`src/rtl/mrs_pkg.sv`:
```
package mrs_pkg;
  typedef enum logic [2:0] {
    ST_IDLE, ST_ADDR_LO, ST_ADDR_HI, ST_DATA, ST_CRC_LO, ST_CRC_HI
  } seq_state_e;

  typedef enum logic [1:0] {
    SRC_MEM, SRC_ONES, SRC_CRC_LO, SRC_CRC_HI
  } tx_src_e;

  localparam logic [15:0] CRC_POLY_REFL = 16'hA001;

  // reflected CRC-16, lsb of the byte first
  function automatic logic [15:0] crc16_step(input logic [15:0] crc_in,
                                             input logic [7:0]  din);
    logic [15:0] c;
    c = crc_in;
    for (int i = 0; i < 8; i++) begin
      if (c[0] ^ din[i]) c = (c >> 1) ^ CRC_POLY_REFL;
      else               c = c >> 1;
    end
    return c;
  endfunction
endpackage

```
`src/rtl/mrs_addr_fold.sv`:
```
module mrs_addr_fold #(
  parameter int unsigned IN_W      = 16,
  parameter int unsigned ADDR_W    = 12,
  parameter int unsigned MEM_BYTES = 2624
) (
  input  logic [IN_W-1:0]   raw_i,
  output logic [ADDR_W-1:0] addr_o,
  output logic              past_end_o
);
  localparam logic [IN_W-1:0] LAST_RAW = IN_W'(MEM_BYTES - 1);

  logic [IN_W-1:0] masked;

  always_comb begin
    masked = raw_i;
    if (raw_i > LAST_RAW) masked[IN_W-1:ADDR_W] = '0;
  end

  assign addr_o     = masked[ADDR_W-1:0];
  assign past_end_o = masked > LAST_RAW;
endmodule

```
`src/rtl/mrs_crc_reg.sv`:
```
module mrs_crc_reg
  import mrs_pkg::*;
(
  input  logic        clk_i,
  input  logic        rst_ni,
  input  logic        upd_i,
  input  logic        seed_zero_i,
  input  logic [7:0]  din_i,
  output logic [15:0] crc_o
);
  logic [15:0] crc_q;

  always_ff @(posedge clk_i or negedge rst_ni) begin
    if (!rst_ni)    crc_q <= '0;
    else if (upd_i) crc_q <= crc16_step(seed_zero_i ? 16'h0000 : crc_q, din_i);
  end

  assign crc_o = crc_q;
endmodule

```
`src/rtl/mrs_tx_stage.sv`:
```
module mrs_tx_stage
  import mrs_pkg::*;
(
  input  logic        clk_i,
  input  logic        rst_ni,
  input  logic        abort_i,
  input  logic        fire_i,
  input  tx_src_e     src_i,
  input  logic [7:0]  mem_rdata_i,
  input  logic [15:0] crc_i,
  output logic        tx_valid_o,
  output logic [7:0]  tx_data_o,
  output tx_src_e     src_o
);
  logic    valid_q;
  tx_src_e src_q;

  always_ff @(posedge clk_i or negedge rst_ni) begin
    if (!rst_ni) begin
      valid_q <= 1'b0;
      src_q   <= SRC_MEM;
    end else if (abort_i) begin
      valid_q <= 1'b0;
    end else begin
      valid_q <= fire_i;
      if (fire_i) src_q <= src_i;
    end
  end

  // crc bytes read crc_i live so the last data byte of the page is included
  always_comb begin
    unique case (src_q)
      SRC_MEM:    tx_data_o = mem_rdata_i;
      SRC_ONES:   tx_data_o = 8'hFF;
      SRC_CRC_LO: tx_data_o = ~crc_i[7:0];
      default:    tx_data_o = ~crc_i[15:8];
    endcase
  end

  assign tx_valid_o = valid_q;
  assign src_o      = src_q;
endmodule

```
`src/rtl/mem_read_seq.sv`:
```
module mem_read_seq
  import mrs_pkg::*;
#(
  parameter int unsigned MEM_BYTES  = 2624,
  parameter int unsigned ADDR_W     = 12,
  parameter int unsigned IN_W       = 16,
  parameter int unsigned PAGE_BYTES = 32,
  parameter logic [7:0]  CMD_PLAIN  = 8'hF0,
  parameter logic [7:0]  CMD_EXT    = 8'hA5
) (
  input  logic              clk_i,
  input  logic              rst_ni,
  input  logic              start_i,
  input  logic [7:0]        cmd_i,
  input  logic              bus_rst_i,
  input  logic              rx_valid_i,
  input  logic [7:0]        rx_data_i,
  input  logic              tx_req_i,
  output logic              tx_valid_o,
  output logic [7:0]        tx_data_o,
  output logic              mem_en_o,
  output logic [ADDR_W-1:0] mem_addr_o,
  input  logic [7:0]        mem_rdata_i,
  input  logic              flag_clr_i,
  output logic              block_flag_o
);
  localparam int unsigned       PAGE_W = $clog2(PAGE_BYTES);
  localparam logic [ADDR_W-1:0] LAST_A = ADDR_W'(MEM_BYTES - 1);

  seq_state_e        state_q, state_d;
  logic [ADDR_W-1:0] ptr_q;
  logic              pe_q, ext_q, restart_q, flag_q;
  logic [7:0]        lo_q;

  logic              cmd_known, start_ok, rx_take, req_take, data_req, page_end;
  logic              data_out_upd, crc_upd, crc_seed_zero;
  logic [7:0]        crc_din;
  logic [15:0]       crc;
  logic [ADDR_W-1:0] fold_addr;
  logic              fold_pe;
  tx_src_e           src_d, src_cur;

  assign cmd_known = (cmd_i == CMD_PLAIN) || (cmd_i == CMD_EXT);
  assign start_ok  = start_i && !bus_rst_i && (state_q == ST_IDLE) && cmd_known;
  assign rx_take   = rx_valid_i && !bus_rst_i &&
                     (state_q == ST_ADDR_LO || state_q == ST_ADDR_HI);
  assign req_take  = tx_req_i && !bus_rst_i &&
                     (state_q == ST_DATA || state_q == ST_CRC_LO || state_q == ST_CRC_HI);
  assign data_req  = req_take && (state_q == ST_DATA);
  assign page_end  = &ptr_q[PAGE_W-1:0];

  mrs_addr_fold #(
    .IN_W      (IN_W),
    .ADDR_W    (ADDR_W),
    .MEM_BYTES (MEM_BYTES)
  ) u_fold (
    .raw_i      ({rx_data_i, lo_q}),
    .addr_o     (fold_addr),
    .past_end_o (fold_pe)
  );

  always_comb begin
    state_d = state_q;
    if (bus_rst_i) state_d = ST_IDLE;
    else begin
      unique case (state_q)
        ST_IDLE:    if (start_ok)   state_d = ST_ADDR_LO;
        ST_ADDR_LO: if (rx_valid_i) state_d = ST_ADDR_HI;
        ST_ADDR_HI: if (rx_valid_i) state_d = ST_DATA;
        ST_DATA:    if (tx_req_i && ext_q && page_end) state_d = ST_CRC_LO;
        ST_CRC_LO:  if (tx_req_i)   state_d = ST_CRC_HI;
        ST_CRC_HI:  if (tx_req_i)   state_d = ST_DATA;
        default:                    state_d = ST_IDLE;
      endcase
    end
  end

  always_comb begin
    unique case (state_q)
      ST_CRC_LO: src_d = SRC_CRC_LO;
      ST_CRC_HI: src_d = SRC_CRC_HI;
      default:   src_d = pe_q ? SRC_ONES : SRC_MEM;
    endcase
  end

  always_ff @(posedge clk_i or negedge rst_ni) begin
    if (!rst_ni) begin
      state_q   <= ST_IDLE;
      ptr_q     <= '0;
      pe_q      <= 1'b0;
      ext_q     <= 1'b0;
      restart_q <= 1'b0;
      lo_q      <= '0;
    end else begin
      state_q <= state_d;
      if (bus_rst_i) begin
        restart_q <= 1'b0;
      end else begin
        if (start_ok) begin
          ext_q     <= (cmd_i == CMD_EXT);
          restart_q <= 1'b0;
        end
        if (rx_take && state_q == ST_ADDR_LO) lo_q <= rx_data_i;
        if (rx_take && state_q == ST_ADDR_HI) begin
          ptr_q <= fold_addr;
          pe_q  <= fold_pe;
        end
        if (data_req) begin
          ptr_q <= ptr_q + ADDR_W'(1);
          if (ptr_q == LAST_A) pe_q <= 1'b1;
        end
        // next page's crc restarts from zero
        if (req_take && state_q == ST_CRC_HI) restart_q <= 1'b1;
        else if (data_out_upd)                restart_q <= 1'b0;
      end
    end
  end

  always_ff @(posedge clk_i or negedge rst_ni) begin
    if (!rst_ni)         flag_q <= 1'b0;
    else if (start_ok)   flag_q <= 1'b1;
    else if (flag_clr_i) flag_q <= 1'b0;
  end

  mrs_tx_stage u_tx (
    .clk_i       (clk_i),
    .rst_ni      (rst_ni),
    .abort_i     (bus_rst_i),
    .fire_i      (req_take),
    .src_i       (src_d),
    .mem_rdata_i (mem_rdata_i),
    .crc_i       (crc),
    .tx_valid_o  (tx_valid_o),
    .tx_data_o   (tx_data_o),
    .src_o       (src_cur)
  );

  assign data_out_upd  = tx_valid_o && (src_cur == SRC_MEM || src_cur == SRC_ONES);
  assign crc_upd       = start_ok || rx_take || data_out_upd;
  assign crc_seed_zero = start_ok || (data_out_upd && restart_q);
  assign crc_din       = start_ok ? cmd_i : (rx_take ? rx_data_i : tx_data_o);

  mrs_crc_reg u_crc (
    .clk_i       (clk_i),
    .rst_ni      (rst_ni),
    .upd_i       (crc_upd),
    .seed_zero_i (crc_seed_zero),
    .din_i       (crc_din),
    .crc_o       (crc)
  );

  assign mem_en_o     = data_req && !pe_q;
  assign mem_addr_o   = ptr_q;
  assign block_flag_o = flag_q;
endmodule

```
`config.mk`:
```
export PLATFORM = sky130hd
export DESIGN_NAME = mem_read_seq
export DESIGN_NICKNAME = d
export VERILOG_FILES = /design/src/rtl/mrs_pkg.sv /design/src/rtl/mrs_addr_fold.sv /design/src/rtl/mrs_crc_reg.sv /design/src/rtl/mrs_tx_stage.sv /design/src/rtl/mem_read_seq.sv
export SDC_FILE = /design/constraint.sdc
export NUM_CORES = 1
export LEC_CHECK = 0
export CORE_MARGIN = 4
export CORE_UTILIZATION = 35
export DETAILED_ROUTE_END_ITERATION = 8
export SLEW_MARGIN = 20
export SYNTH_ARGS = -nofsm -noshare
export SYNTH_HDL_FRONTEND = slang
export SYNTH_HIERARCHICAL = 1
export SYNTH_SLANG_ARGS = --single-unit
export TNS_END_PERCENT = 5
```
`constraint.sdc`:
```
create_clock -name clk_i -period 3.1 [get_ports clk_i]
set_clock_uncertainty 0.1 [all_clocks]
set_input_delay 0.93 -clock clk_i [delete_from_list [all_inputs] [get_ports clk_i]]
set_output_delay 0.93 -clock clk_i [all_outputs]
set_load 0.03 [all_outputs]
```
* Word level (Yosys, flattened, before mapping)
Index checks and enable logic that the tools add are counted.
** Operators by class
- Equality and inequality tests :: 16
- Reductions and logical operators :: 37
- Multiplexer cells :: 42
- Magnitude comparators :: 2
- Bitwise operators :: 19
- Add/sub/neg operators :: 1
** Operators by type and width (number)
- 16-bit 2-to-1 mux :: 16
- 16-bit by 12-bit greater-than comparator with 1-bit output (second input constant) :: 2
- 12-bit 2-to-1 mux :: 2
- 2-bit inverter with 3-bit output :: 8
- 8-bit case mux with 3 select lines :: 1
- 3-bit 2-to-1 mux :: 7
- 3-bit case mux with 6 select lines :: 1
- 8-bit equality test (second input constant) :: 2
- 1-bit logical AND :: 16
- 8-bit 2-to-1 mux :: 2
- 8-bit inverter :: 2
- 3-bit inequality test (second input constant) :: 5
- 12-bit by 1-bit adder with 12-bit output (second input constant) :: 1
- 12-bit equality test (second input constant) :: 1
- 1-bit 2-to-1 mux :: 11
- 1-bit logical OR :: 8
- 2-bit AND reduction :: 4
- 1-bit bitwise XOR :: 8
- 3-bit by 2-bit equality test with 1-bit output (second input constant) :: 2
- 3-bit equality test (second input constant) :: 2
- 6-bit AND reduction :: 1
- 5-bit AND reduction :: 1
- 4-bit 2-to-1 mux :: 1
- 2-bit case mux with 2 select lines :: 1
- 10 further kinds :: 12
** Word-level totals
- Word-level logic and storage cells :: 127
- Output and inout port bits :: 23
- Flip-flop bits (word level) :: 46
- Input bits :: 31

* Depth between registers and ports, before layout
Gate-level depths: netlist of the first run.
- Word-level depth :: 29
- Depth in mapped cells :: 11
- Gate-level depth less buffers :: 9

* Hierarchy
Netlist of the first run, hierarchy kept.
** By module, submodules not included
- mem_read_seq :: cells an instance 173, area each 1697.9 µm², times used 1, sequential area each 675.6 µm²
- mrs_crc_reg :: cells an instance 90, area each 963.4 µm², times used 1, sequential area each 400.4 µm²
- mrs_tx_stage :: cells an instance 42, area each 427.9 µm², times used 1, sequential area each 75.1 µm²
- mrs_addr_fold :: cells an instance 15, area each 111.4 µm², times used 1, sequential area each 0.0 µm²

* Worst setup path after synthesis of the first run
OpenSTA, ideal clock, no wires.
- Kind :: input port to flip-flop
- From :: input bus_rst_i
- To :: register u_crc.crc_q[0] (netlist: u_crc/crc_o[0])
- Setup time :: 0.125 ns
- Stages :: 11
- Required time :: 2.875 ns
- Path slack :: -0.772 ns
- Buffers on the path :: 2
- Data arrival time :: 3.647 ns
- Cells stage by stage :: buf_6 and4bb_2 o2111ai_1 clkbuf_1 o21ai_0 nor2b_2 xnor2_2 xnor3_1 xnor3_2 xnor3_1 mux2_4
** On the way
- Word-level cells in the longest chain between the ends :: 29
- Elaborated cells on any way between the ends :: 43
- Classes of those cells :: 18 x mux; 16 x bitwise; 9 x reduce/logical
** Ends and longest elaborated chain
- from (decl) :: line mem_read_seq.sv:15 : input logic bus_rst_i,
- 1-bit logical NOT * :: line mem_read_seq.sv:44 : assign start_ok = start_i && !bus_rst_i && (state_q == ST_IDLE) && cmd_known;
- 1-bit logical AND * (3 in a row) :: line mem_read_seq.sv:44
- 1-bit logical OR * :: line mem_read_seq.sv:140 : assign crc_seed_zero = start_ok || (data_out_upd && restart_q);
- named net crc_seed_zero :: line mem_read_seq.sv:36 : logic data_out_upd, crc_upd, crc_seed_zero;
- 16-bit 2-to-1 mux * :: line mrs_crc_reg.sv:15 : else if (upd_i) crc_q <= crc16_step(seed_zero_i ? 16'h0000 : crc_q, din_i);
- 1-bit bitwise XOR or 2-bit inverter with 3-bit output (tied branches)
- 16-bit 2-to-1 mux * :: line mrs_pkg.sv:18 : if (c[0] ^ din[i]) c = (c >> 1) ^ CRC_POLY_REFL;
- 16-bit 2-to-1 mux * :: line mrs_crc_reg.sv:15
- (+12 left out)
- 1-bit bitwise XOR :: line mrs_pkg.sv:18
- 16-bit 2-to-1 mux * :: line mrs_pkg.sv:18
- 16-bit 2-to-1 mux * :: line mrs_crc_reg.sv:15
- 1-bit bitwise XOR :: line mrs_pkg.sv:18
- 16-bit 2-to-1 mux * :: line mrs_pkg.sv:18
- 16-bit 2-to-1 mux * :: line mrs_crc_reg.sv:15
- 1-bit bitwise XOR :: line mrs_pkg.sv:18
- 16-bit 2-to-1 mux * :: line mrs_pkg.sv:18
- to (signal assigned) :: line mrs_crc_reg.sv:15
- to (decl) :: line mrs_crc_reg.sv:11 : logic [15:0] crc_q;
The timed path passes the listed nets; every way through them passes the cells marked *. The select of a mux whose other input is x is not followed.
A chain may end at the register's enable or synchronous reset.

* Worst setup path in the final report of the first run
- From :: input mem_rdata_i[2]
- To :: register u_crc.crc_q[0] (netlist: u_crc/crc_o[0])
** On the way
- Word-level cells in the longest chain between the ends :: 20
** Ends and longest elaborated chain
- from (decl) :: line mem_read_seq.sv:23 : input logic [7:0] mem_rdata_i,
- 8-bit case mux with 3 select lines :: line mrs_tx_stage.sv:32 : unique case (src_q)
- 8-bit 2-to-1 mux (2 in a row) :: line mem_read_seq.sv:141 : assign crc_din = start_ok ? cmd_i : (rx_take ? rx_data_i : tx_data_o);
- named net crc_din[2] :: line mem_read_seq.sv:37 : logic [7:0] crc_din;
- 1-bit bitwise XOR :: line mrs_pkg.sv:18
- 16-bit 2-to-1 mux :: line mrs_pkg.sv:18
- 16-bit 2-to-1 mux :: line mrs_crc_reg.sv:15
- 1-bit bitwise XOR :: line mrs_pkg.sv:18
- 16-bit 2-to-1 mux :: line mrs_pkg.sv:18
- (+4 left out)
- 1-bit bitwise XOR :: line mrs_pkg.sv:18
- 16-bit 2-to-1 mux :: line mrs_pkg.sv:18
- 16-bit 2-to-1 mux :: line mrs_crc_reg.sv:15
- 1-bit bitwise XOR :: line mrs_pkg.sv:18
- 16-bit 2-to-1 mux :: line mrs_pkg.sv:18
- 16-bit 2-to-1 mux :: line mrs_crc_reg.sv:15
- 1-bit bitwise XOR :: line mrs_pkg.sv:18
- 16-bit 2-to-1 mux :: line mrs_pkg.sv:18
The timed path passes the listed nets, and every way through them passes these cells. The select of a mux whose other input is x is not followed.

==> results of run 1 <==
[stage by stage]
step / cell area [um2] / setup WS (ps) / TNS, ps / util [%]
floorplan: 3310 / -353 / -792 / -
global placement: 4250 / -909 / -4740 / 48.3
detailed placement: 4250 / -996 / -5700 / 48.3
CTS: 4450 / -141 / -259 / 50.5
global route: 4470 / -243 / -528 / 50.7
finish: 4470 / -171 / -298 / 50.7
[flip-flops by register name (all words and copies together) (netlist names)]
register	cells
pe_q	1
ext_q	1
u_tx/src_o	2
restart_q	1
block_flag_o	1
state_q	3
u_crc/crc_o	16
u_tx/tx_valid_o	1
mem_addr_o	12
lo_q	8
[final cells by class]
cell class | instances | area (um2) | share of cell area (%)
Multi-Input combinational cell | 234 | 1990 | 44.5
Sequential cell | 46 | 1150 | 25.8
Timing Repair Buffer | 120 | 1050 | 23.5
Tap cell | 108 | 135 | 3.03
Clock buffer | 5 | 68.8 | 1.54
Inverter | 13 | 48.8 | 1.09
Clock inverter | 3 | 25.0 | 0.560
[cells in the final DEF, fill, tap and decap left out, drive strengths merged, types with 9 or more instances in the layout]
| cell type | n |
|---|---|
| nand2 | 9 |
| mux2i | 13 |
| clkdlybuf4s50 | 31 |
| o31a | 9 |
| dfrtp | 46 |
| nand3 | 16 |
| nor2 | 34 |
| inv | 14 |
| a21oi | 10 |
| buf | 82 |
| and2b | 9 |
| nor2b | 17 |
| xnor2 | 24 |
| o21ai | 15 |
| mux2 | 19 |
[timing repair]
item                       in CTS  in global routing
setup endpoints to repair       7                  8
setup buffers                   6                  0
gates resized for setup        44                  5
pin swaps                      11                  1
hold endpoints to repair        0                  0
[worst min path at each step]
| stage | end | start |
|---|---|---|
| final | lo_q[4] | lo_q[4] |
| after global routing | lo_q[2] | lo_q[2] |
| after CTS | lo_q[4] | lo_q[4] |
| after detailed placement | lo_q[0] | lo_q[0] |
| after global placement | lo_q[4] | lo_q[4] |
| after floorplan | lo_q[0] | lo_q[0] |
[cell families (layout without fill, tap and decap cells)]
| family | count (synthesis) | in the layout | synth area share, % |
|---|---|---|---|
| adders and majority gates | 2 | 2 | 0.782 |
| muxes | 32 | 32 | 10.9 |
| buffers and inverters | 40 | 141 | 7.27 |
| AOI/OAI and AO/OA | 58 | 58 | 12.5 |
| DFF | 46 | 46 | 36.0 |
| xor gates and xnor gates | 27 | 27 | 8.95 |
| and+or+nand+nor | 115 | 115 | 23.7 |
[per-layer routing]
layer,vias to the layer above,GRT usage [%]
li1,1331,-
met1,1323,20.8
met2,52,26.2
met3,9,2.74
met4,0,4.65
met5,-,0
[power by group through the flow]
stage / Sequential [mW] / Clock, mW / Combinational, mW
global route: 0.849 / 0.436 / 0.917
detailed placement: 0.845 / 0 / 0.808
global placement: 0.842 / 0 / 0.790
finish: 0.831 / 0.392 / 0.845
CTS: 0.833 / 0.411 / 0.851
floorplan: 0.844 / 0 / 0.553
==> impl_metrics.env, run 1 <==
export IMPL_status="finished, violations left"
export IMPL_violations="negative setup slack"
export IMPL_reg2regPathDepth=11
export IMPL_drive_above_1_share_pct=35.9
export IMPL_end_kind="flip-flop"
export IMPL_cpPeakStageDelay_ps=400
export IMPL_endpoint="u_crc/crc_o[0]"
export IMPL_yosysMostFrequentCell="dfrtp_1"
export IMPL_timing_rr_start="u_tx/src_o[1]"
export IMPL_fin_ws_ps=-171
export IMPL_power_switching_mw=0.696
export IMPL_grt_overflow_total=0
export IMPL_area_growth_pct=39.5
export IMPL_crit_fanout=3
export IMPL_clock_power_share_pct=19.0
export IMPL_crit_cells=10
export IMPL_rows=34
export IMPL_antenna_left=0
export IMPL_grt_start_max_net_pins=47
export IMPL_hold_depth=1
export IMPL_cts_htree_levels=2
export IMPL_synth_top_cell_area_share_pct=36.0
export IMPL_p_int_mw=1.37
export IMPL_drt_pass1_iter_count=4
export IMPL_crit_chain="clkdlybuf4s50_1, nor2b_1, o31a_1, mux2i_2, a21oi_4, xnor2_2, xnor2_2, xnor3_2, xnor3_1, mux2_4"
export IMPL_ys_seq_elements=46
export IMPL_timing_critical_path_buf_inv=1
export IMPL_synth_top_cells_by_area="dfrtp_1 36%, xnor2_1 6.3%, mux2_2 6.0%, mux2i_1 4.1%, nor2_1 3.9%"
export IMPL_wirelength_met1_mm=3.72
export IMPL_drv_slew=0
export IMPL_critPathTopFamily="XOR/XNOR gates"
export IMPL_synthCells=320
export IMPL_grt_total_usage_pct=15.7
export IMPL_clkTransAtPathRegs_ps=100
export IMPL_start_kind="input pin"
export IMPL_peakVddDrop_mv=0.222
export IMPL_worst_ep_arrival_time_ps=3360
export IMPL_fmax_mhz=306
export IMPL_crit_type="input pin to flip-flop"
export IMPL_ctsHoldBuffers=0
export IMPL_drtIter0Drc=111
export IMPL_fin_crit_sh_pct=106
export IMPL_setup_viol=3
export IMPL_drc=0
export IMPL_timing_rr_end="u_crc/crc_o[0]"
export IMPL_core_area_um2=8810
export IMPL_crit_required_ps=3190
export IMPL_dp_hpwl_mm=6.21
export IMPL_wire_per_inst_um=15.1
export IMPL_cts_tree="done"
export IMPL_wirelength_mm=8.01
export IMPL_combinationalPowerShare_pct=40.8
export IMPL_cts_sinks=46
export IMPL_vias_per_cell=5.13
export IMPL_synth_edf_count=0
export IMPL_dr_wl_met3_um=281
export IMPL_startpoint="mem_rdata_i[2]"
export IMPL_topRoutingLayerUsed="met4"
export IMPL_synth_cell_type_count=58
export IMPL_die_y_um=104
export IMPL_r2r_slack_ps=-40
export IMPL_clockRootBuffer="clkbuf_8"
export IMPL_dp_cells=515
export IMPL_syn_nets=353
export IMPL_layout_min_cycle_time_ps=3270
export IMPL_powerDensity_nw_per_um2=463
export IMPL_swShare_pct=33.6
export IMPL_total_power_mw=2.07
export IMPL_die_area_um2=10700
export IMPL_clk_path_buf_depth=2
export IMPL_dr_wl_met2_mm=3.89
export IMPL_clkLatencyLatePin_ps=300
export IMPL_crit_path_frequent_cell="xnor2_2"
export IMPL_io_buffers=53
export IMPL_grt_pass1_vias=2787
export IMPL_fin_nets=453
export IMPL_grt_pass1_wl_mm=13.9
export IMPL_p_leak_nw=2.01
export IMPL_finalHoldViolations=0
export IMPL_hp_class="flip-flop to flip-flop"
export IMPL_pin_count=54
export IMPL_maxSlewHeadroom_pct=67.8
export IMPL_yosysWarnings=6
export IMPL_ys_seq_area_share_pct=36.0
export IMPL_whs_ps=416
export IMPL_rsz0062_at_grt="yes"
export IMPL_ys_flop_type="dfrtp_1"
export IMPL_diodes=0
export IMPL_fillers=808
export IMPL_synth_area_leader_cell="dfrtp_1"
export IMPL_syn_avg_cell_area_um2=10.0
export IMPL_fp_dieW_um=104
export IMPL_cp_slowest_cell="xnor3_2"
export IMPL_vias=2715
export IMPL_synthArstFlopShare_pct=100
export IMPL_initial_utilization_pct=36.3
export IMPL_stdcell_count=529
export IMPL_maxCapViolCount=0
export IMPL_synthesis_area_um2=3200
export IMPL_cts_buffers=5
export IMPL_place_gp_congestion=0.842
export IMPL_power_frac_seq_pct=40.2
export IMPL_grt_antenna_before_repair=0
export IMPL_synth_common_cells="46 x dfrtp_1, 33 x nor2_1, 23 x xnor2_1"
export IMPL_tightest_slew_ps=483
Power figures use the tool's default switching activity.
==> run 2: changes to the inputs <==
Settings changed: CTS_BUF_LIST from default to sky130_fd_sc_hd__clkbuf_16.
==> run 2 against run 1 <==
  * The run still ends with negative setup slack left
  * Worst setup slack worse by 3.9 ps
  * Routed wire length is 0.27% higher
  * Register-to-register slack barely moved
  * Worst hold slack got worse by 6.7 ps
  * First-iteration DRC count fell by 3.6%
  * Design area rose by 1.3%
  * Total power is 7.7% higher
  * Flip-flop and latch count is the same
  * Clock power is 41% higher
  * Clock-buffer cell count unchanged
  * Fmax is 0.12% lower
  * Critical path type unchanged
  * Largest cell class unchanged
==> impl_metrics.env, run 2 (synthesized netlist as in run 1, its figures left out) <==
export IMPL_stdcell_count=529
export IMPL_clockRootBuffer="clkbuf_16"
export IMPL_endpoint="u_crc/crc_o[0]"
export IMPL_cts_buffers=5
export IMPL_tightest_slew_ps=496
export IMPL_grt_total_usage_pct=15.8
export IMPL_r2r_slack_ps=-30
export IMPL_worst_ep_arrival_time_ps=3350
export IMPL_cts_htree_levels=2
export IMPL_setup_viol=3
export IMPL_maxCapViolCount=0
export IMPL_layout_common_cells="69 x buf_4, 46 x dfrtp_1, 31 x clkdlybuf4s50_1"
export IMPL_grt_antenna_before_repair=0
export IMPL_dp_hpwl_mm=6.21
export IMPL_fillers=797
export IMPL_clkTransAtPathRegs_ps=70
export IMPL_drc=0
export IMPL_rsz0062_at_grt="yes"
export IMPL_vias_per_cell=5.14
export IMPL_clkLatencyLatePin_ps=290
export IMPL_start_kind="input pin"
export IMPL_layout_min_cycle_time_ps=3280
export IMPL_dp_cells=515
export IMPL_reg2regPathDepth=11
export IMPL_hp_start="lo_q[4]"
export IMPL_antenna_left=0
export IMPL_p_leak_nw=2.04
export IMPL_fin_crit_sh_pct=106
export IMPL_cts_sinks=46
export IMPL_area_growth_pct=41.3
export IMPL_fin_util_pct=51.3
export IMPL_initial_utilization_pct=36.3
export IMPL_diodes=0
export IMPL_status="finished, violations left"
export IMPL_wire_per_inst_um=15.2
export IMPL_hp_class="flip-flop to flip-flop"
export IMPL_die_area_um2=10700
export IMPL_violations="negative setup slack"
export IMPL_fin_ws_ps=-175
export IMPL_drive_above_1_share_pct=35.9
export IMPL_core_area_um2=8810
export IMPL_clk_path_buf_depth=2
export IMPL_vias=2717
export IMPL_maxSlewHeadroom_pct=66.9
export IMPL_final_common_cell="buf_4"
export IMPL_drv_slew=0
export IMPL_pin_count=54
export IMPL_rows=34
export IMPL_timing_rr_end="u_crc/crc_o[0]"
export IMPL_timing_rr_start="u_tx/src_o[1]"
export IMPL_grt_start_max_net_pins=47
export IMPL_die_y_um=104
export IMPL_wirelength_mm=8.03
export IMPL_drt_pass1_iter_count=4
export IMPL_drtIter0Drc=107
export IMPL_crit_required_ps=3170
export IMPL_ctsHoldBuffers=0
export IMPL_multiInputGateArea_um2=1990
export IMPL_end_kind="flip-flop"
export IMPL_grt_pass1_wl_mm=13.9
export IMPL_crit_type="input pin to flip-flop"
export IMPL_finalHoldViolations=0
export IMPL_largest_register_ffs=16
export IMPL_io_buffers=53
export IMPL_powerDensity_nw_per_um2=493
export IMPL_fmax_mhz=305
export IMPL_startpoint="mem_rdata_i[2]"
export IMPL_fp_dieW_um=104
export IMPL_peakVddDrop_mv=0.317
export IMPL_fin_nets=453
export IMPL_grt_overflow_total=0
export IMPL_cts_tree="done"
export IMPL_place_gp_congestion=0.842
export IMPL_crit_fanout=3
export IMPL_grt_pass1_vias=2767
export IMPL_register_area_um2=1150
## run 2: layer usage
metal  vias to the layer above  track usage, %  share of wire [%]
met4                         0            4.37                1.4
met1                      1332            20.7                 46
met5                         -               0                  0
li1                       1329               -                  -
met3                         7            3.48                3.7
met2                        49            26.4                 49
## run 2: per-stage QoR
step / setup TNS [ps] / cell area [um2] / setup WS, ps / hold slack, ps / power, mW
after floorplan: -792 / 3310 / -353 / 381 / 1.40
after global placement: -4740 / 4250 / -909 / 391 / 1.63
after detailed placement: -5700 / 4250 / -996 / 394 / 1.65
after CTS: -304 / 4510 / -164 / 415 / 2.26
after global routing: -601 / 4520 / -268 / 437 / 2.36
final: -308 / 4520 / -175 / 410 / 2.23
## run 2: critical path, cell delays in order
cell,delay (ps)
clkdlybuf4s50_1,390
nor2b_1,130
o31a_1,270
mux2i_2,280
a21oi_4,120
xnor2_2,210
xnor2_2,160
xnor3_2,400
xnor3_1,200
mux2_4,260
## run 2: worst min path at each step
stage	to	slack, ps	cells after the start
floorplan	lo_q[0]	380	1
CTS	lo_q[4]	410	1
finish	lo_q[4]	410	1
global placement	lo_q[4]	390	1
global route	lo_q[2]	440	1
detailed placement	lo_q[0]	390	1
## run 2: cell type report
| type | instances | share of cell area (%) |
|---|---|---|
| Tap cell | 108 | 2.99 |
| Timing Repair Buffer | 120 | 23.2 |
| Multi-Input combinational cell | 234 | 43.9 |
| Clock inverter | 3 | 0.553 |
| Clock buffer | 5 | 2.77 |
| Sequential cell | 46 | 25.5 |
| Inverter | 13 | 1.08 |
## run 2: power breakdown
part	total, mW	internal, mW	switching (mW)
Clock	0.552	0.303	0.249
Combinational	0.843	0.502	0.341
Sequential	0.832	0.707	0.124
Total	2.23	1.51	0.714
## run 2: timing repair
action,CTS,global route
endpoints found under the setup margin,7,8
resized for setup,44,5
buffers inserted,6,0
pin swaps,11,1
